**src/rtl/xlt_pkg.sv**
```systemverilog
package xlt_pkg;
  typedef enum logic [1:0] {
    E_CUT  = 2'b00,
    E_LOW  = 2'b01,
    E_HIGH = 2'b10
  } eCode_t;

  typedef struct packed {
    logic eDrive;
    logic tDrive;
    logic hold;
  } xltStrobe_t;
endpackage

```
**src/rtl/xlt_ctrl.sv**
```systemverilog
module xlt_ctrl #(
  parameter bit SYNC_CTRL = 1'b0
) (
  input  logic clk,
  input  logic rstN,
  input  logic outEn,
  input  logic dirSel,
  input  logic holdEn,
  output xlt_pkg::xltStrobe_t strobe
);
  logic oeEff, dirEff, holdEff;

  generate
    if (SYNC_CTRL) begin : g_sync
      logic oeQ, dirQ, holdQ;
      always_ff @(posedge clk or negedge rstN) begin
        if (!rstN) begin
          oeQ   <= 1'b0;
          dirQ  <= 1'b0;
          holdQ <= 1'b0;
        end else begin
          oeQ   <= outEn;
          dirQ  <= dirSel;
          holdQ <= holdEn;
        end
      end
      assign oeEff   = oeQ;
      assign dirEff  = dirQ;
      assign holdEff = holdQ;

      // the strobes follow the ports one cycle late
      a_r10_sync_delay: assert property (@(posedge clk) disable iff (!rstN)
        $past(rstN) |-> (strobe.eDrive == $past(outEn && dirSel)) &&
                        (strobe.hold == $past(holdEn)));
    end else begin : g_async
      assign oeEff   = outEn;
      assign dirEff  = dirSel;
      assign holdEff = holdEn;
    end
  endgenerate

  always_comb begin
    strobe.eDrive = oeEff & dirEff;
    strobe.tDrive = oeEff & ~dirEff;
    strobe.hold   = holdEff;
  end
endmodule

```
**src/rtl/xlt_datapath.sv**
```systemverilog
module xlt_datapath #(
  parameter int WIDTH = 8
) (
  input  logic clk,
  input  logic rstN,
  input  xlt_pkg::xltStrobe_t strobe,
  input  logic [WIDTH-1:0] eIn,
  input  logic [WIDTH-1:0] eInDriven,
  input  logic [WIDTH-1:0] tIn,
  input  logic [WIDTH-1:0] tInDriven,
  output logic [WIDTH-1:0][1:0] eOut,
  output logic [WIDTH-1:0] tOut,
  output logic [WIDTH-1:0] tOe
);
  import xlt_pkg::*;

  logic [WIDTH-1:0] eSeen, tSeen;
  logic [WIDTH-1:0] eHeld, tHeld;
  logic [WIDTH-1:0] ePath, tPath;

  assign eSeen = eIn & eInDriven;
  assign tSeen = tIn & tInDriven;

  always_ff @(posedge clk or negedge rstN) begin
    if (!rstN) begin
      eHeld <= '0;
      tHeld <= '0;
    end else if (!strobe.hold) begin
      eHeld <= eSeen;
      tHeld <= tSeen;
    end
  end

  assign ePath = strobe.hold ? eHeld : eSeen;
  assign tPath = strobe.hold ? tHeld : tSeen;

  generate
    for (genvar i = 0; i < WIDTH; i++) begin : g_bit
      always_comb begin
        if (!strobe.eDrive)  eOut[i] = E_CUT;
        else if (tPath[i])   eOut[i] = E_HIGH;
        else                 eOut[i] = E_LOW;
      end
      assign tOut[i] = strobe.tDrive & ePath[i];
      assign tOe[i]  = strobe.tDrive;

      // no illegal code on any bit
      a_r8_no_illegal_code: assert property (@(posedge clk) disable iff (!rstN)
        eOut[i] != 2'b11);
    end
  endgenerate

  // a side that does not drive shows cutoff and zeros
  a_r3_off_quiet: assert property (@(posedge clk) disable iff (!rstN)
    (!strobe.eDrive && !strobe.tDrive) |-> (eOut == '0) && (tOut == '0));

  // two held cycles in a row leave the driven T output unchanged
  a_r5_held_stable: assert property (@(posedge clk) disable iff (!rstN)
    ($past(rstN) && strobe.hold && $past(strobe.hold) &&
     strobe.tDrive && $past(strobe.tDrive)) |-> $stable(tOut));
endmodule

```
**src/rtl/xlt_transceiver.sv**
```systemverilog
module xlt_transceiver #(
  parameter int WIDTH     = 8,
  parameter bit SYNC_CTRL = 1'b0
) (
  input  logic clk,
  input  logic rstN,
  input  logic outEn,
  input  logic dirSel,
  input  logic holdEn,
  input  logic [WIDTH-1:0] eIn,
  input  logic [WIDTH-1:0] eInDriven,
  output logic [WIDTH-1:0][1:0] eOut,
  output logic eDrive,
  input  logic [WIDTH-1:0] tIn,
  input  logic [WIDTH-1:0] tInDriven,
  output logic [WIDTH-1:0] tOut,
  output logic [WIDTH-1:0] tOe
);
  xlt_pkg::xltStrobe_t strobe;

  xlt_ctrl #(.SYNC_CTRL(SYNC_CTRL)) u_ctrl (
    .clk(clk), .rstN(rstN), .outEn(outEn), .dirSel(dirSel),
    .holdEn(holdEn), .strobe(strobe)
  );

  xlt_datapath #(.WIDTH(WIDTH)) u_dp (
    .clk(clk), .rstN(rstN), .strobe(strobe),
    .eIn(eIn), .eInDriven(eInDriven), .tIn(tIn), .tInDriven(tInDriven),
    .eOut(eOut), .tOut(tOut), .tOe(tOe)
  );

  assign eDrive = strobe.eDrive;

  // never both sides driving
  a_r9_no_contention: assert property (@(posedge clk) disable iff (!rstN)
    !(eDrive && (tOe != '0)));

  // while T drives, the E side must be cut off
  a_r1_input_side_quiet: assert property (@(posedge clk) disable iff (!rstN)
    (tOe != '0) |-> (eOut == '0));
endmodule

```
**config.mk**
```make
export PLATFORM = sky130hd
export DESIGN_NAME = xlt_transceiver
export DESIGN_NICKNAME = d
export VERILOG_FILES = /design/src/rtl/xlt_pkg.sv /design/src/rtl/xlt_ctrl.sv /design/src/rtl/xlt_datapath.sv /design/src/rtl/xlt_transceiver.sv
export SDC_FILE = /design/constraint.sdc
export NUM_CORES = 1
export LEC_CHECK = 0
export BUFFER_PORTS_ARGS = -buffer_cell sky130_fd_sc_hd__buf_2
export CAP_MARGIN = 30
export CORE_MARGIN = 2
export CORE_UTILIZATION = 40
export CTS_CLUSTER_DIAMETER = 30
export DETAILED_ROUTE_END_ITERATION = 10
export GPL_TIMING_DRIVEN = 0
export PLACE_DENSITY = 0.79
export SYNTH_ARGS = -nofsm -noshare
export SYNTH_HDL_FRONTEND = slang
export SYNTH_HIERARCHICAL = 1
export SYNTH_SLANG_ARGS = --single-unit
export TNS_END_PERCENT = 5
```
**constraint.sdc**
```tcl
create_clock -name clk -period 1.98 [get_ports clk]
set_clock_uncertainty 0.2 [all_clocks]
set_input_delay 0.495 -clock clk [delete_from_list [all_inputs] [get_ports clk]]
set_output_delay 0.495 -clock clk [all_outputs]
set_load 0.02 [all_outputs]
```
==> impl_metrics.yaml, run 1 <==
yosys:
  share_of_synthesized_cell_area_in_and_or_nand_and_nor_gates: 0.359
  synth_adder_area_share: 0
  synth_compound_area_frac: 0.132
  yosys.area_share.xor_xnor: 0
  netlist.area_leader.share: 0.406
  syn-num-nets: 141
  post_synthesis_average_cell_area_um2: 9.48
  post_synth_instance_area_um2: 986
  synth_top_family_by_area: "simple AND/OR/NAND/NOR gates"
  yosys_warnings: 6
  synth.area.top_cells: "dfrtp_1 (41%), nand2_1 (13%), a21boi_1 (11%)"
  synthCells: 104
  synthMuxAreaShare: 0
  ys_ff_latch: 16
  post-synth-top-area-cell: "dfrtp_1"
  share_of_the_yosys_chip_area_belonging_to_registers: 0.406
  synth_cell_type_count: 13
routing:
  residual_antenna_violating_net_count_after_detailed_routing: 0
  routed-via-count: 1021
  routedWlPerCell_um: 13.0
  routed_wirelength_mm: 2.71
  drt_first_pass_iters: 4
  iteration_0_drc_markers: 10
  drc: 0
  route.detailed.vias_per_inst: 4.89
timing:
  timing.max_slew.rel_slack: 0.775
  fmax_mhz: 513
  setup_violations: 0
  timing.final.crit_share: 0.984
  slew_violations: 0
  max_slew.worst_pin.slew_ns: 0.337
  hold_viol_final: 0
  timing.final.crit_period_ns: 1.95
  setup_repair_after_global_routing_missed_its_margin: "false"
  postLayoutSetupSlackWorst_ns: 0.0309
clocking:
  tritoncts: "yes"
  cts-buffers-inserted: 3
  htreeDepth: 1
  cts_sinks: 16
  clkTransAtPathRegs_ns: 0.09
  insertion_delay_ns: 0.28
  clockRootBuffer: "clkbuf_4"
  bufs_on_longest_clock_path: 2
placement:
  dp_worst_setup_slack_ns: -0.231
  numPortBuffers: 68
  place.detailed.instances: 200
  post-dp-hpwl_mm: 2.05
  place.gp.congestion: 0.794
  placed_cell_area_um2: 1370
global_route:
  grt_first_pass_wirelength_mm: 4.13
  antenna_violations_before_repair: 0
  remaining_global_route_overflow: 0
  via_count_of_the_first_global_routing_pass: 984
  largest_net_degree_at_the_start_of_global_routing: 17
  track_usage: 0.204
worst_setup_path:
  cpMaxStageDelayCell: "and2_4"
  crit_fanout: 10
  critical-path-top-cell-by-count: "buf_2"
  timing.critical_path.from_type: "input port"
  ff2ff_path_depth: 2
  critical_path_end_type: "output port"
  cp_data_required_time_ns: 1.28
  max_stage_delay_ns: 0.19
  critPathArrivalTime_ns: 1.25
  timing.critical_path.cells: "buf_2, and2_4, buf_8, and3_1, buf_2"
  path_class: "input port to output port"
power_and_ir_drop:
  share_comb_of_total_power: 0.292
  cellInternalPower_mw: 0.574
  p_total_mw: 0.805
  switching_power_mw: 0.232
  power.share.clock: 0.264
  share_seq_of_total_power: 0.444
  worst_ir_drop_vdd_v: 0.000332
  total_leakage_power_nw: 0.917
  power_per_cell_area_nw_per_um2: 534
  p_sw_frac: 0.288
floorplanning:
  coreArea_um2: 2280
  floorplan.die_area_um2: 2880
  fp.dieW_um: 53.6
  floorplan.io_pins: 70
  start_util: 0.433
  y_dimension_of_the_die_um: 53.6
  rows: 17
job:
  maxCapViolCount: 0
outcome:
  status: "completed"
worst_hold_path:
  hold_depth: 3
  hold_path_class: "input port to flop"
cells_and_area:
  antenna_cells_inserted: 0
  final_common_cell: "buf_2"
  layout.cell_area.non_filler_um2: 1510
  final_cell_mix: "buf_2 (59), nand2_1 (33), buf_4 (21), dfrtp_1 (16), nand3b_1 (12)"
  syn2layout_area_growth_pct: 53.0
  num-nets-final: 219
  finalNonFillerCells: 209
  post_route_cells_drive_above_1_share: 0.569
synth_stat cells (all sizes together):
cell,count
a21boi,16
and2,1
and2b,1
and3,7
buf,12
clkbuf,1
dfrtp,16
nand2,33
nand3b,16
o211a,1
area by class of cell:
cell class	count	area, um2
Tap cell	28	35.0
Clock buffer	4	36.3
Multi-Input combinational cell	76	526
Timing Repair Buffer	72	395
Buffer	13	116
Sequential cell	16	400
Fill cell	196	767
final timing paths:
path | startpoint | end | slack [ns]
hold / removal | tIn[1] | u_dp/tHeld[1]$_DFF_PN0_ | 0.28
max in group asynchronous | rstN | u_dp/tHeld[2]$_DFF_PN0_ | 0.90
min in group asynchronous | rstN | u_dp/eHeld[0]$_DFF_PN0_ | 0.43
setup / recovery | outEn | eOut[4] | 0.03
hold reg to reg | u_dp/tHeld[4]$_DFF_PN0_ | u_dp/tHeld[4]$_DFF_PN0_ | 0.30
setup reg to reg | u_dp/tHeld[3]$_DFF_PN0_ | u_dp/tHeld[3]$_DFF_PN0_ | 1.13
per-stage QoR:
stage,hold slack (ns),setup TNS (ns),util
finish,0.277,0,0.663
global route,0.275,0,0.663
CTS,0.269,0,0.644
detailed placement,0.216,-2.41,0.600
global placement,0.215,-1.93,0.600
floorplan,-0.000591,-0.154,-
flip-flops by register name (all words and copies together) (netlist names):
signal and count:
u_dp/eHeld 8, u_dp/tHeld 8
kinds of logic (layout without fill, tap and decap cells):
family / Yosys count / after routing
simple gates: 58 / 59
buf+inv: 13 / 89
compound gates: 17 / 17
flops: 16 / 16
power by group through the flow:
stage / clock network, mW / registers (mW) / logic [mW]
finish: 0.213 / 0.358 / 0.235
global route: 0.231 / 0.360 / 0.255
CTS: 0.218 / 0.358 / 0.228
detailed placement: 0 / 0.364 / 0.215
global placement: 0 / 0.364 / 0.209
floorplan: 0 / 0.363 / 0.128
metal layers:
metal | wire length, um | GRT usage | vias to the layer above
met2 | 1540 | 0.389 | 35
met3 | 108 | 0.0250 | 4
met1 | 1020 | 0.206 | 482
met5 | 0 | 0 | -
li1 | - | - | 500
met4 | 43 | 0.132 | 0
critical path: cells and delay by family:
| family | cells | cell delay (ns) |
|---|---|---|
| buffers and inverters | 3 | 0.40 |
| and+or+nand+nor | 2 | 0.36 |
timing repair:
item / 4_1_cts / 5_1_grt
hold buffers: 1 / 0
setup endpoints to repair: 18 / 19
endpoints found under the hold margin: 16 / 0
buffers inserted: 0 / 3
pin swaps: 1 / 6
gates cloned: 0 / 1
gates resized for setup: 19 / 5
No activity file was read; power rests on OpenSTA's default activity.
==> inputs of run 2 (changes only) <==
- clock period: 1.98 -> 2.3 ns (I/O delays scaled with it)
==> run 2 against run 1 <==
Against the previous run: clock power fell by 15%; combinational power fell by 21%; critical path depth is 1 lower; critical path type unchanged.
==> impl_metrics.yaml, run 2 (synthesis gave the netlist of run 1 again) <==
outcome:
  status: "completed"
placement:
  placed_cell_area_um2: 1360
  dp_worst_setup_slack_ns: -0.0542
  numPortBuffers: 68
  post-dp-hpwl_mm: 2.06
  place.gp.congestion: 0.731
global_route:
  remaining_global_route_overflow: 0
  via_count_of_the_first_global_routing_pass: 973
  groute.layer.met1.usage: 0.226
  track_usage: 0.193
  antenna_violations_before_repair: 0
  grt_use_met2: 0.360
  grt_first_pass_wirelength_mm: 4.06
  groute.layer.met3.usage: 0.0250
  largest_net_degree_at_the_start_of_global_routing: 18
  busiest_layer: "met2"
worst_hold_path:
  hold_path_class: "flop to flop"
cells_and_area:
  postLayoutCoreUtil: 0.617
  final_cell_mix: "buf_2 (68), nand2_1 (33), dfrtp_1 (16), a21boi_1 (14), nand3b_1 (12)"
  num-nets-final: 214
  antenna_cells_inserted: 0
  reg_top3: "u_dp/eHeld: 8 flops, u_dp/tHeld: 8 flops"
  syn2layout_area_growth_pct: 42.4
  post_route_cells_drive_above_1_share: 0.511
  layout.cell_area.non_filler_um2: 1400
  final_common_cell: "buf_2"
timing:
  hold_viol_final: 0
  setup_repair_after_global_routing_missed_its_margin: "false"
  postLayoutSetupSlackWorst_ns: 0.0879
  timing.max_slew.rel_slack: 0.767
  setup_violations: 0
  max_slew.worst_pin.slew_ns: 0.349
  slew_violations: 0
  fmax_mhz: 452
  timing.final.crit_period_ns: 2.21
  timing.final.crit_share: 0.962
power_and_ir_drop:
  power_per_cell_area_nw_per_um2: 479
  total_leakage_power_nw: 0.888
  p_total_mw: 0.673
  share_seq_of_total_power: 0.458
  p_sw_frac: 0.285
  cellInternalPower_mw: 0.481
  worst_ir_drop_vdd_v: 0.000421
  power.share.clock: 0.268
  share_comb_of_total_power: 0.275
  switching_power_mw: 0.191
worst_setup_path:
  timing.critical_path.from_type: "input port"
  critical_path_end_type: "output port"
  path_class: "input port to output port"
  critPathArrivalTime_ns: 1.44
  cp_data_required_time_ns: 1.52
  crit_fanout: 16
routing:
  iteration_0_drc_markers: 7
  routed_wirelength_mm: 2.61
  routed-via-count: 987
  route.detailed.vias_per_inst: 4.84
  drt_first_pass_iters: 3
  routedWlPerCell_um: 12.8
  residual_antenna_violating_net_count_after_detailed_routing: 0
  drc: 0
clocking:
  cts_sinks: 16
  cts_setup_buffers: 0
  clockRootBuffer: "clkbuf_4"
  tritoncts: "yes"
  insertion_delay_ns: 0.28
  cts-buffers-inserted: 3
  htreeDepth: 1
  clkTransAtPathRegs_ns: 0.09
  bufs_on_longest_clock_path: 2
floorplanning:
  coreArea_um2: 2280
  rows: 17
  start_util: 0.433
  y_dimension_of_the_die_um: 53.6
  fp.dieW_um: 53.6
  floorplan.die_area_um2: 2880
  floorplan.io_pins: 70
job:
  maxCapViolCount: 0
[run 2: cell count changes in the layout (fill, tap and decap cells not counted)]
cell / delta
buf_6: -1
and2b_4: -1
and2_4: -1
a21boi_1: +8
buf_4: -11
a21boi_2: -8
buf_8: -1
buf_2: +9
and2_2: +1
[run 2: repair_timing]
action,CTS,global route
endpoints found under the setup margin,10,0
resized for setup,0,0
hold buffers,1,0
endpoints found under the hold margin,16,0
[run 2: worst max-delay path, cell delays in order]
cell and delay [ns]:
buf_2 0.10, and2b_2 0.35, a21boi_1 0.21, buf_2 0.19
[run 2: cell type report]
cell class | instances | area (um2)
multi-input combinational | 75 | 484
fill | 199 | 872
tap | 28 | 35.0
clock buffer | 4 | 36.3
timing repair buffer | 69 | 350
sequential | 16 | 400
buffer | 12 | 97.6
[run 2: path summary, 6_finish.rpt]
path	start	end	slack [ns]	cells past startpoint
worst max-delay path	dirSel	tOut[3]	0.09	4
worst min-delay path	u_dp/eHeld[4]$_DFF_PN0_	u_dp/eHeld[4]$_DFF_PN0_	0.27	2
worst max register to register	u_dp/tHeld[6]$_DFF_PN0_	u_dp/tHeld[6]$_DFF_PN0_	1.45	2
worst min register to register	u_dp/eHeld[4]$_DFF_PN0_	u_dp/eHeld[4]$_DFF_PN0_	0.27	2
max in group asynchronous	rstN	u_dp/eHeld[3]$_DFF_PN0_	1.11	2
min in group asynchronous	rstN	u_dp/tHeld[2]$_DFF_PN0_	0.53	2
[run 2: power groups by stage]
stage / clock network [mW] / registers (mW) / logic [mW]
3_5_place_dp: 0 / 0.313 / 0.185
2_1_floorplan: 0 / 0.312 / 0.109
6_report: 0.180 / 0.308 / 0.185
4_1_cts: 0.187 / 0.308 / 0.187
3_3_place_gp: 0 / 0.313 / 0.179
5_1_grt: 0.201 / 0.310 / 0.202
[run 2: routing by layer]
layer / routed length (um) / part of all wire
met1: 1030 / 0.39
met3: 115 / 0.044
met2: 1450 / 0.56
met5: 0 / 0
met4: 14 / 0.0054
[run 2: per-stage QoR]
step | hold WS (ns) | cells | setup TNS [ns]
after floorplan | 0.0794 | 104 | 0
after global placement | 0.249 | 200 | -0.144
after detailed placement | 0.258 | 200 | -0.117
after CTS | 0.279 | 204 | 0
after global routing | 0.294 | 204 | 0
final | 0.273 | 204 | 0
